==> config.mk <==
export PLATFORM = sky130hd
export DESIGN_NAME = tag_mem_arbiter
export DESIGN_NICKNAME = d
export VERILOG_FILES = /design/src/rtl/mem_arb_pkg.sv /design/src/rtl/mem_arb_rr_pick.sv /design/src/rtl/mem_arb_remap.sv /design/src/rtl/tag_mem_arbiter.sv
export SDC_FILE = /design/constraint.sdc
export NUM_CORES = 1
export LEC_CHECK = 0
export ABC_AREA = 1
export BUFFER_PORTS_ARGS = -buffer_cell sky130_fd_sc_hd__buf_4
export CAP_MARGIN = 10
export CELL_PAD_IN_SITES_DETAIL_PLACEMENT = 0
export CELL_PAD_IN_SITES_GLOBAL_PLACEMENT = 1
export CORE_UTILIZATION = 30
export CTS_BUF_LIST = sky130_fd_sc_hd__clkbuf_16
export DETAILED_ROUTE_END_ITERATION = 10
export GPL_TIMING_DRIVEN = 1
export HOLD_SLACK_MARGIN = 0.12
export PLACE_DENSITY = 0.95
export SYNTH_ARGS = -nofsm -noshare
export SYNTH_HDL_FRONTEND = slang
export SYNTH_SLANG_ARGS = --single-unit
==> constraint.sdc <==
create_clock -name clk -period 4.7 [get_ports clk]
set_input_delay 0.47 -clock clk [delete_from_list [all_inputs] [get_ports clk]]
set_output_delay 0.47 -clock clk [all_outputs]
set_load 0.005 [all_outputs]
==> src/rtl/mem_arb_pkg.sv <==
package mem_arb_pkg;
    typedef enum logic [0:0] {
        ARB_SCAN = 1'b0,
        ARB_HOLD = 1'b1
    } arb_state_e;
endpackage

==> src/rtl/mem_arb_rr_pick.sv <==
// Round-robin search: first valid channel strictly after 'last', wrapping.
module mem_arb_rr_pick #(
    parameter int NCH = 4,
    parameter int IW  = $clog2(NCH)
) (
    input  logic [NCH-1:0] valid,
    input  logic [IW-1:0]  last,
    output logic           any,
    output logic [IW-1:0]  pick
);
    always_comb begin
        any  = 1'b0;
        pick = '0;
        for (int i = 1; i <= NCH; i++) begin
            int idx;
            idx = int'(last) + i;
            if (idx >= NCH) idx = idx - NCH;
            if (!any && valid[idx]) begin
                any  = 1'b1;
                pick = IW'(idx);
            end
        end
    end
endmodule

==> src/rtl/mem_arb_remap.sv <==
// Per-channel address rewrite: host passes through, core k gets prefix k-1.
module mem_arb_remap #(
    parameter int NCH      = 4,
    parameter int AW       = 10,
    parameter int LOCAL_AW = 8
) (
    input  logic [NCH*AW-1:0] addr_in,
    output logic [NCH*AW-1:0] addr_out
);
    localparam int PFXW = AW - LOCAL_AW;

    for (genvar k = 0; k < NCH; k++) begin : g_chan
        if (k == 0) begin : g_host
            assign addr_out[k*AW +: AW] = addr_in[k*AW +: AW];
        end else begin : g_core
            assign addr_out[k*AW +: AW] = {PFXW'(k - 1), addr_in[k*AW +: LOCAL_AW]};
        end
    end
endmodule

==> src/rtl/tag_mem_arbiter.sv <==
module tag_mem_arbiter
    import mem_arb_pkg::*;
#(
    parameter  int N_CORES  = 3,
    parameter  int LOCAL_AW = 8,
    parameter  int DW       = 8,
    localparam int NCH      = N_CORES + 1,
    localparam int TAGW     = $clog2(NCH),
    localparam int PFXW     = (N_CORES > 1) ? $clog2(N_CORES) : 1,
    localparam int AW       = LOCAL_AW + PFXW
) (
    input  logic              clk,
    input  logic              rst_n,
    input  logic [NCH-1:0]    req_valid,
    output logic [NCH-1:0]    req_ready,
    input  logic [NCH*AW-1:0] req_addr,
    input  logic [NCH*DW-1:0] req_wdata,
    input  logic [NCH-1:0]    req_we,
    output logic              m_valid,
    input  logic              m_ready,
    output logic [TAGW-1:0]   m_tag,
    output logic [AW-1:0]     m_addr,
    output logic [DW-1:0]     m_wdata,
    output logic              m_we
);
    arb_state_e          state_q, state_d;
    logic [TAGW-1:0]     last_q;
    logic                any_req;
    logic [TAGW-1:0]     pick;
    logic [NCH*AW-1:0]   mapped_addr;
    logic [TAGW-1:0]     tag_q;
    logic [AW-1:0]       addr_q;
    logic [DW-1:0]       wdata_q;
    logic                we_q;
    logic                take;

    mem_arb_rr_pick #(.NCH(NCH), .IW(TAGW)) i_pick (
        .valid (req_valid),
        .last  (last_q),
        .any   (any_req),
        .pick  (pick)
    );

    mem_arb_remap #(.NCH(NCH), .AW(AW), .LOCAL_AW(LOCAL_AW)) i_remap (
        .addr_in  (req_addr),
        .addr_out (mapped_addr)
    );

    assign take = (state_q == ARB_SCAN) && any_req;

    always_comb begin
        state_d = state_q;
        unique case (state_q)
            ARB_SCAN: if (any_req) state_d = ARB_HOLD;
            ARB_HOLD: if (m_ready) state_d = ARB_SCAN;
            default:  state_d = ARB_SCAN;
        endcase
    end

    always_ff @(posedge clk) begin
        if (!rst_n) begin
            state_q <= ARB_SCAN;
            last_q  <= TAGW'(NCH - 1);
        end else begin
            state_q <= state_d;
            if (take) last_q <= pick;
        end
    end

    always_ff @(posedge clk) begin
        if (!rst_n) begin
            tag_q   <= '0;
            addr_q  <= '0;
            wdata_q <= '0;
            we_q    <= 1'b0;
        end else if (take) begin
            tag_q   <= pick;
            addr_q  <= mapped_addr[int'(pick)*AW +: AW];
            wdata_q <= req_wdata[int'(pick)*DW +: DW];
            we_q    <= req_we[pick];
        end
    end

    always_comb begin
        req_ready = '0;
        m_valid   = 1'b0;
        unique case (state_q)
            ARB_SCAN: if (any_req) req_ready[pick] = 1'b1;
            ARB_HOLD: m_valid = 1'b1;
            default:  m_valid = 1'b0;
        endcase
    end

    assign m_tag   = tag_q;
    assign m_addr  = addr_q;
    assign m_wdata = wdata_q;
    assign m_we    = we_q;


    grant_onehot_chk: assert property (@(posedge clk) disable iff (!rst_n)
        $onehot0(req_ready) && ((req_ready & ~req_valid) == '0));

    grant_idle_only_chk: assert property (@(posedge clk) disable iff (!rst_n)
        (req_ready != '0) |-> !m_valid);

    tag_match_chk: assert property (@(posedge clk) disable iff (!rst_n)
        (req_ready != '0) |=> (m_tag == $past(pick)));

    host_addr_pass_chk: assert property (@(posedge clk) disable iff (!rst_n)
        req_ready[0] |=> (m_addr == $past(req_addr[AW-1:0])));

    core1_prefix_chk: assert property (@(posedge clk) disable iff (!rst_n)
        req_ready[1] |=> (m_addr == {PFXW'(0), $past(req_addr[AW +: LOCAL_AW])}));

    hold_stable_chk: assert property (@(posedge clk) disable iff (!rst_n)
        (m_valid && !m_ready) |=> (m_valid && $stable(m_tag) && $stable(m_addr)
                                   && $stable(m_wdata) && $stable(m_we)));

    present_after_grant_chk: assert property (@(posedge clk) disable iff (!rst_n)
        (req_ready != '0) |=> m_valid);

    bubble_after_handshake_chk: assert property (@(posedge clk) disable iff (!rst_n)
        (m_valid && m_ready) |=> !m_valid);
endmodule

==> metrics.txt, run 1 <==
clock sinks=24; H-tree depth=1; vias=2300; # setup viols final=0; Final Max Tran Viols=0; final wirelength=5920 um; WHS Path Cells=2; total gr overflow=0; setup bufs post-CTS=0; flops & latches, synth=24; top cells by area, synth=dfxtp_1, nand3_1, nand2_1; worst-case clock buffer depth=2; post-synthesis compound-gate area fraction=7.25%; kind of critical path=reg -> out; RePlAce Congestion=0.864; Gate Count Post-Synth=332; Critical Path End Type=primary output; Post-Synth XOR/XNOR Area=0%; via-per-instance ratio=4.64; Post-Synth Simple-Gate Area=50.8%; clk_skew=0.00572 ns; full die area=6530 sq um; FP Rows=28; max-cap violation count=0; area leader, netlist=dfxtp_1; largest net degree at the start of global routing=42; fill count=665; initial antenna violation count=0; first-pass GRT wire length=9630 um; status=finished clean; layout cells sized above 1=29.0%; Hold Buf Count CTS=0; number of remaining DRC errors=0; # port buffers=102; pwr dens=760 nW/um^2; Mapped Avg Cell Area=5.62 sq um; most frequent cells in the layout=buf_4, nand2_1, nand3_1; RSZ-0062 raised after global routing=false; clock-pin slew of the registers on the worst-case setup and hold paths=0.06 ns; worst slew pin tran=0.632 ns; Die Span X=80.8 um; CP required=4.23 ns; Reg2Reg Depth=14; register area=480 sq um; total track usage=18.7%; I/O Pins=109; Hold Path Sink=m_tag[1]; HPWL after DPL=4380 um; post-synthesis mux area share=0%; Max Freq=326 MHz; Synth Area in Adders=0%; CTS tree=built; finished layout cell area=2720 sq um; Post-Synthesis Cell Area=1860 sq um; flop2flop setup slack=2.16 ns; combinational family with the most area after synthesis=simple AND/OR/NAND/NOR gates; synthesis-to-layout area growth=45.8%; worst hold slack=0.471 ns; Clk Latency, worst-skew pair=0.26 ns; commonest non-fill, non-tap cell in the layout=buf_4; total clock buffers created by CTS=3; Die Ht=80.8 um; P_leak=1.58 nW; multi-input gate area in the final layout=1080 sq um; Worst slew margin=57.8%; Final Hold Fails=0; Initial Util=31.3%; VDD IR max=0.000330 V; Core Util, Final=45.7%; startpoint types=register; reg2reg end=m_wdata[3]; DRT antenna net count=0; # resized after CTS=0; wire per inst=11.9 um; dpl cell area=2610 sq um; core area=5960 sq um; TritonRoute pass-1 iters=4; Setup TNS=0 ns; worst path arrival time=2.60 ns; yosys warns=0; DR iter-0 viols=139; crit path launch=last_q[0]; time the worst path needs with I/O delays and setup=3.07 ns; post-synth top area share=25.8%; sequential-to-total area share from yosys stat=25.8%; n_diodes=0; hold path start=m_tag[1]; worst min path class=reg -> reg; worst-path fanout max=36; nets=505; RR Startpoint=last_q[0]; CTS root buf=clkbuf_16; vias in the first global route=2152; Cell variety after synth=21; syn nets=415; crit share post-route=65.3%
synth_stat cells:
master	count
inv_2	5
o21ai_0	18
nor2_2	2
buf_6	4
nand3_1	72
inv_1	44
nand3_2	2
a21boi_1	1
o21ai_1	1
a21oi_1	2
nand4_1	1
nand2_4	2
nand2_2	4
nor3_1	1
nand2_1	88
nor2_1	44
clkbuf_1	6
buf_4	4
dfxtp_1	24
buf_2	4
o211ai_1	3
power breakdown:
part | switching [W] | internal [W]
combinational | 0.000973 | 0.000513
sequential | 0.0000506 | 0.000289
clock | 0.0000722 | 0.000169
layer usage:
metal	vias to the layer above	wire length (um)	GRT usage, %
li1	1217	-	-
met2	70	2780	32.5
met3	9	243	1.57
met1	1004	2800	24.4
met4	0	91	5.36
met5	-	0	0
per-stage QoR:
| step | cells | setup WS, ns | power, W |
|---|---|---|---|
| 2_1_floorplan | 332 | 2.65 | 0.00148 |
| 3_3_place_gp | 492 | 1.91 | 0.00181 |
| 3_5_place_dp | 492 | 1.90 | 0.00182 |
| 4_1_cts | 496 | 1.63 | 0.00207 |
| 5_1_grt | 496 | 1.39 | 0.00230 |
| 6_report | 496 | 1.63 | 0.00207 |
worst max-delay path, cell delays in order (launching register included):
cell and delay [ns]:
dfxtp_1 0.45, inv_2 0.14, nand2_1 0.08, nand2_1 0.09, nand2_1 0.08, nand2_1 0.07, nand2_1 0.07, nand2_1 0.08
nand2_2 0.33, nand2_4 0.31, inv_2 0.40, nor2_1 0.08, buf_4 0.15
how the worst max path moves through the flow:
stage,to
finish,req_ready[3]
global placement,req_ready[3]
CTS,req_ready[3]
global route,req_ready[3]
detailed placement,req_ready[3]
floorplan,req_ready[1]
cell families after synthesis:
| family | count (synthesis) |
|---|---|
| simple gates | 216 |
| buf+inv | 67 |
| compound gates | 25 |
| flops | 24 |
area by class of cell:
class,count,share of cell area (%)
Timing Repair Buffer,103,28.4
Tap cell,75,3.45
Clock buffer,3,2.76
Inverter,49,6.76
Multi-Input combinational cell,241,39.8
Clock inverter,1,1.10
Sequential cell,24,17.7
registers in the layout (all words and copies together), names as in the netlist:
register and count:
m_addr 10, last_q 2, state_q 1, m_we 1, m_wdata 8, m_tag 2
Power figures use the tool's default switching activity.
==> run 2, diff against run 1 <==
--- a/config.mk
+++ b/config.mk
@@ -10,12 +10,12 @@
 export CAP_MARGIN = 10
 export CELL_PAD_IN_SITES_DETAIL_PLACEMENT = 0
 export CELL_PAD_IN_SITES_GLOBAL_PLACEMENT = 1
-export CORE_UTILIZATION = 30
+export CORE_UTILIZATION = 25
 export CTS_BUF_LIST = sky130_fd_sc_hd__clkbuf_16
 export DETAILED_ROUTE_END_ITERATION = 10
 export GPL_TIMING_DRIVEN = 1
 export HOLD_SLACK_MARGIN = 0.12
-export PLACE_DENSITY = 0.95
+export PLACE_DENSITY = 0.88
 export SYNTH_ARGS = -nofsm -noshare
 export SYNTH_HDL_FRONTEND = slang
 export SYNTH_SLANG_ARGS = --single-unit
==> constraint.sdc (replaced) <==
create_clock -name clk -period 2.74 [get_ports clk]
set_input_delay 0.274 -clock clk [delete_from_list [all_inputs] [get_ports clk]]
set_output_delay 0.274 -clock clk [all_outputs]
set_load 0.005 [all_outputs]
==> run 2 against run 1 <==
  * Setup slack lost 1.4 ns
  * Die area rose by 19%
  * Clock skew decreased by 0.0028 ns
  * Register-to-register slack lost 1.7 ns
  * Sequential power up 72%
  * Sequential share of layout area shrank 0.15 points
  * First-iteration DRC count down 29%
  * Total power is 69% higher
  * Routed wire length shrank 1.1%
  * Critical path type unchanged
  * Highest routed layer unchanged
==> metrics.txt, run 2 (same netlist as run 1, synthesis figures left out) <==
vias=2285; DRT antenna net count=0; worst min path class=in -> reg; Final Max Tran Viols=0; clock sinks=24; VDD IR max=0.000415 V; Final Hold Fails=0; most frequent cells in the layout=buf_4, nand2_1, nand3_1; startpoint types=register; fill count=836; full die area=7810 sq um; reg2reg end=m_wdata[2]; max reg flops=10; CTS root buf=clkbuf_16; TritonRoute pass-1 iters=4; HPWL after DPL=4650 um; # port buffers=102; via-per-instance ratio=4.37; Reg2Reg Depth=16; Hold Path Sink=state_q; clk_skew=0.00293 ns; initial antenna violation count=0; DR iter-0 viols=99; total gr overflow=0; Max Freq=401 MHz; time the worst path needs with I/O delays and setup=2.50 ns; synthesis-to-layout area growth=47.4%; final setup margin=0.245 ns; commonest non-fill, non-tap cell in the layout=buf_4; Die Ht=88.4 um; worst path arrival time=2.22 ns; layout cells sized above 1=29.5%; multi-input gate area in the final layout=1080 sq um; H-tree depth=1; worst path cell trace=inv_1, nand2_1, nand2_1, nand2_2, nand2_2, nor2_2, nand3_2, nand2_4, nand2_4, inv_4, nor2_1, buf_4; pwr dens=1270 nW/um^2; clock-pin slew of the registers on the worst-case setup and hold paths=0.06 ns; I/O Pins=109; flop2flop setup slack=0.43 ns; biggest cell delay along the critical path=0.42 ns; RSZ-0062 raised after global routing=false; worst slew pin tran=0.328 ns; largest net degree at the start of global routing=27; vias in the first global route=2100; total chip power=0.00348 W; # setup viols final=0; FP Rows=31; max-cap violation count=0; worst-path fanout max=20; P_leak=1.58 nW; nets=508; first-pass GRT wire length=9600 um; n_diodes=0; register area=482 sq um; Clk Latency, worst-skew pair=0.26 ns; setup bufs post-CTS=0; RePlAce Congestion=0.812; Worst slew margin=78.1%; RR Startpoint=last_q[1]; WHS Path Cells=4; hold path start=m_ready; total clock buffers created by CTS=3; Initial Util=25.8%; CP required=2.47 ns; status=finished clean; Critical Path End Type=primary output; kind of critical path=reg -> out; crit share post-route=91.1%; CTS tree=built; total track usage=15.6%; number of remaining DRC errors=0; final wirelength=5850 um; Crit-path slowest cell=dfxtp_1; Hold Buf Count CTS=0; core area=7210 sq um; Setup TNS=0 ns; Setup WS pre-CTS=0.365 ns; # resized after CTS=0; wire per inst=11.2 um; Die Span X=88.4 um; worst-case clock buffer depth=2
[run 2: cell count changes in the layout (fill, tap and decap cells not counted), sizes merged]
cell    before  now
bufinv       1    0
clkinv       0    1
buf        103  106
[run 2: layout make-up]
| cell class | instances | share of cell area, % |
|---|---|---|
| inverter | 49 | 6.78 |
| clock buffer | 3 | 2.73 |
| multi-input combinational | 241 | 39.4 |
| timing repair buffer | 106 | 28.9 |
| clock inverter | 1 | 0.137 |
| tap | 99 | 4.51 |
| sequential | 24 | 17.5 |
[run 2: how the worst max path moves through the flow]
stage	start	to	slack, ns	depth (start not counted)
after floorplan	last_q[0]	req_ready[1]	0.88	13
after global placement	last_q[0]	req_ready[3]	0.40	10
after detailed placement	last_q[0]	req_ready[3]	0.37	10
after CTS	last_q[0]	req_ready[3]	0.08	12
after global routing	last_q[1]	req_ready[3]	0.05	12
final	last_q[1]	req_ready[3]	0.24	12
[run 2: power by group]
part / total (W) / switching (W) / internal (W)
Clock: 0.000315 / 0.000120 / 0.000195
Sequential: 0.000584 / 0.0000859 / 0.000498
Combinational: 0.00258 / 0.00166 / 0.000924
[run 2: worst max-delay path, delay by kind of cell (launching register included)]
kind / cells / cell delay, ns
AND/OR/NAND/NOR: 9 / 1.06
flip-flops: 1 / 0.42
buffers and inverters: 3 / 0.48
[run 2: metal layers]
layer	track usage (%)	routed length (um)
met1	22.0	2940
met2	24.6	2570
met3	1.77	263
met4	4.99	72
met5	0	0
[run 2: metrics by stage]
step           instance area (sq um)  std cells  util [%]  hold WS [ns]
2_1_floorplan                   1860        332         -         0.436
3_3_place_gp                    2670        519      37.0         0.461
3_5_place_dp                    2670        519      37.0         0.467
4_1_cts                         2750        523      38.1         0.297
5_1_grt                         2750        523      38.1         0.356
6_report                        2750        523      38.1         0.300
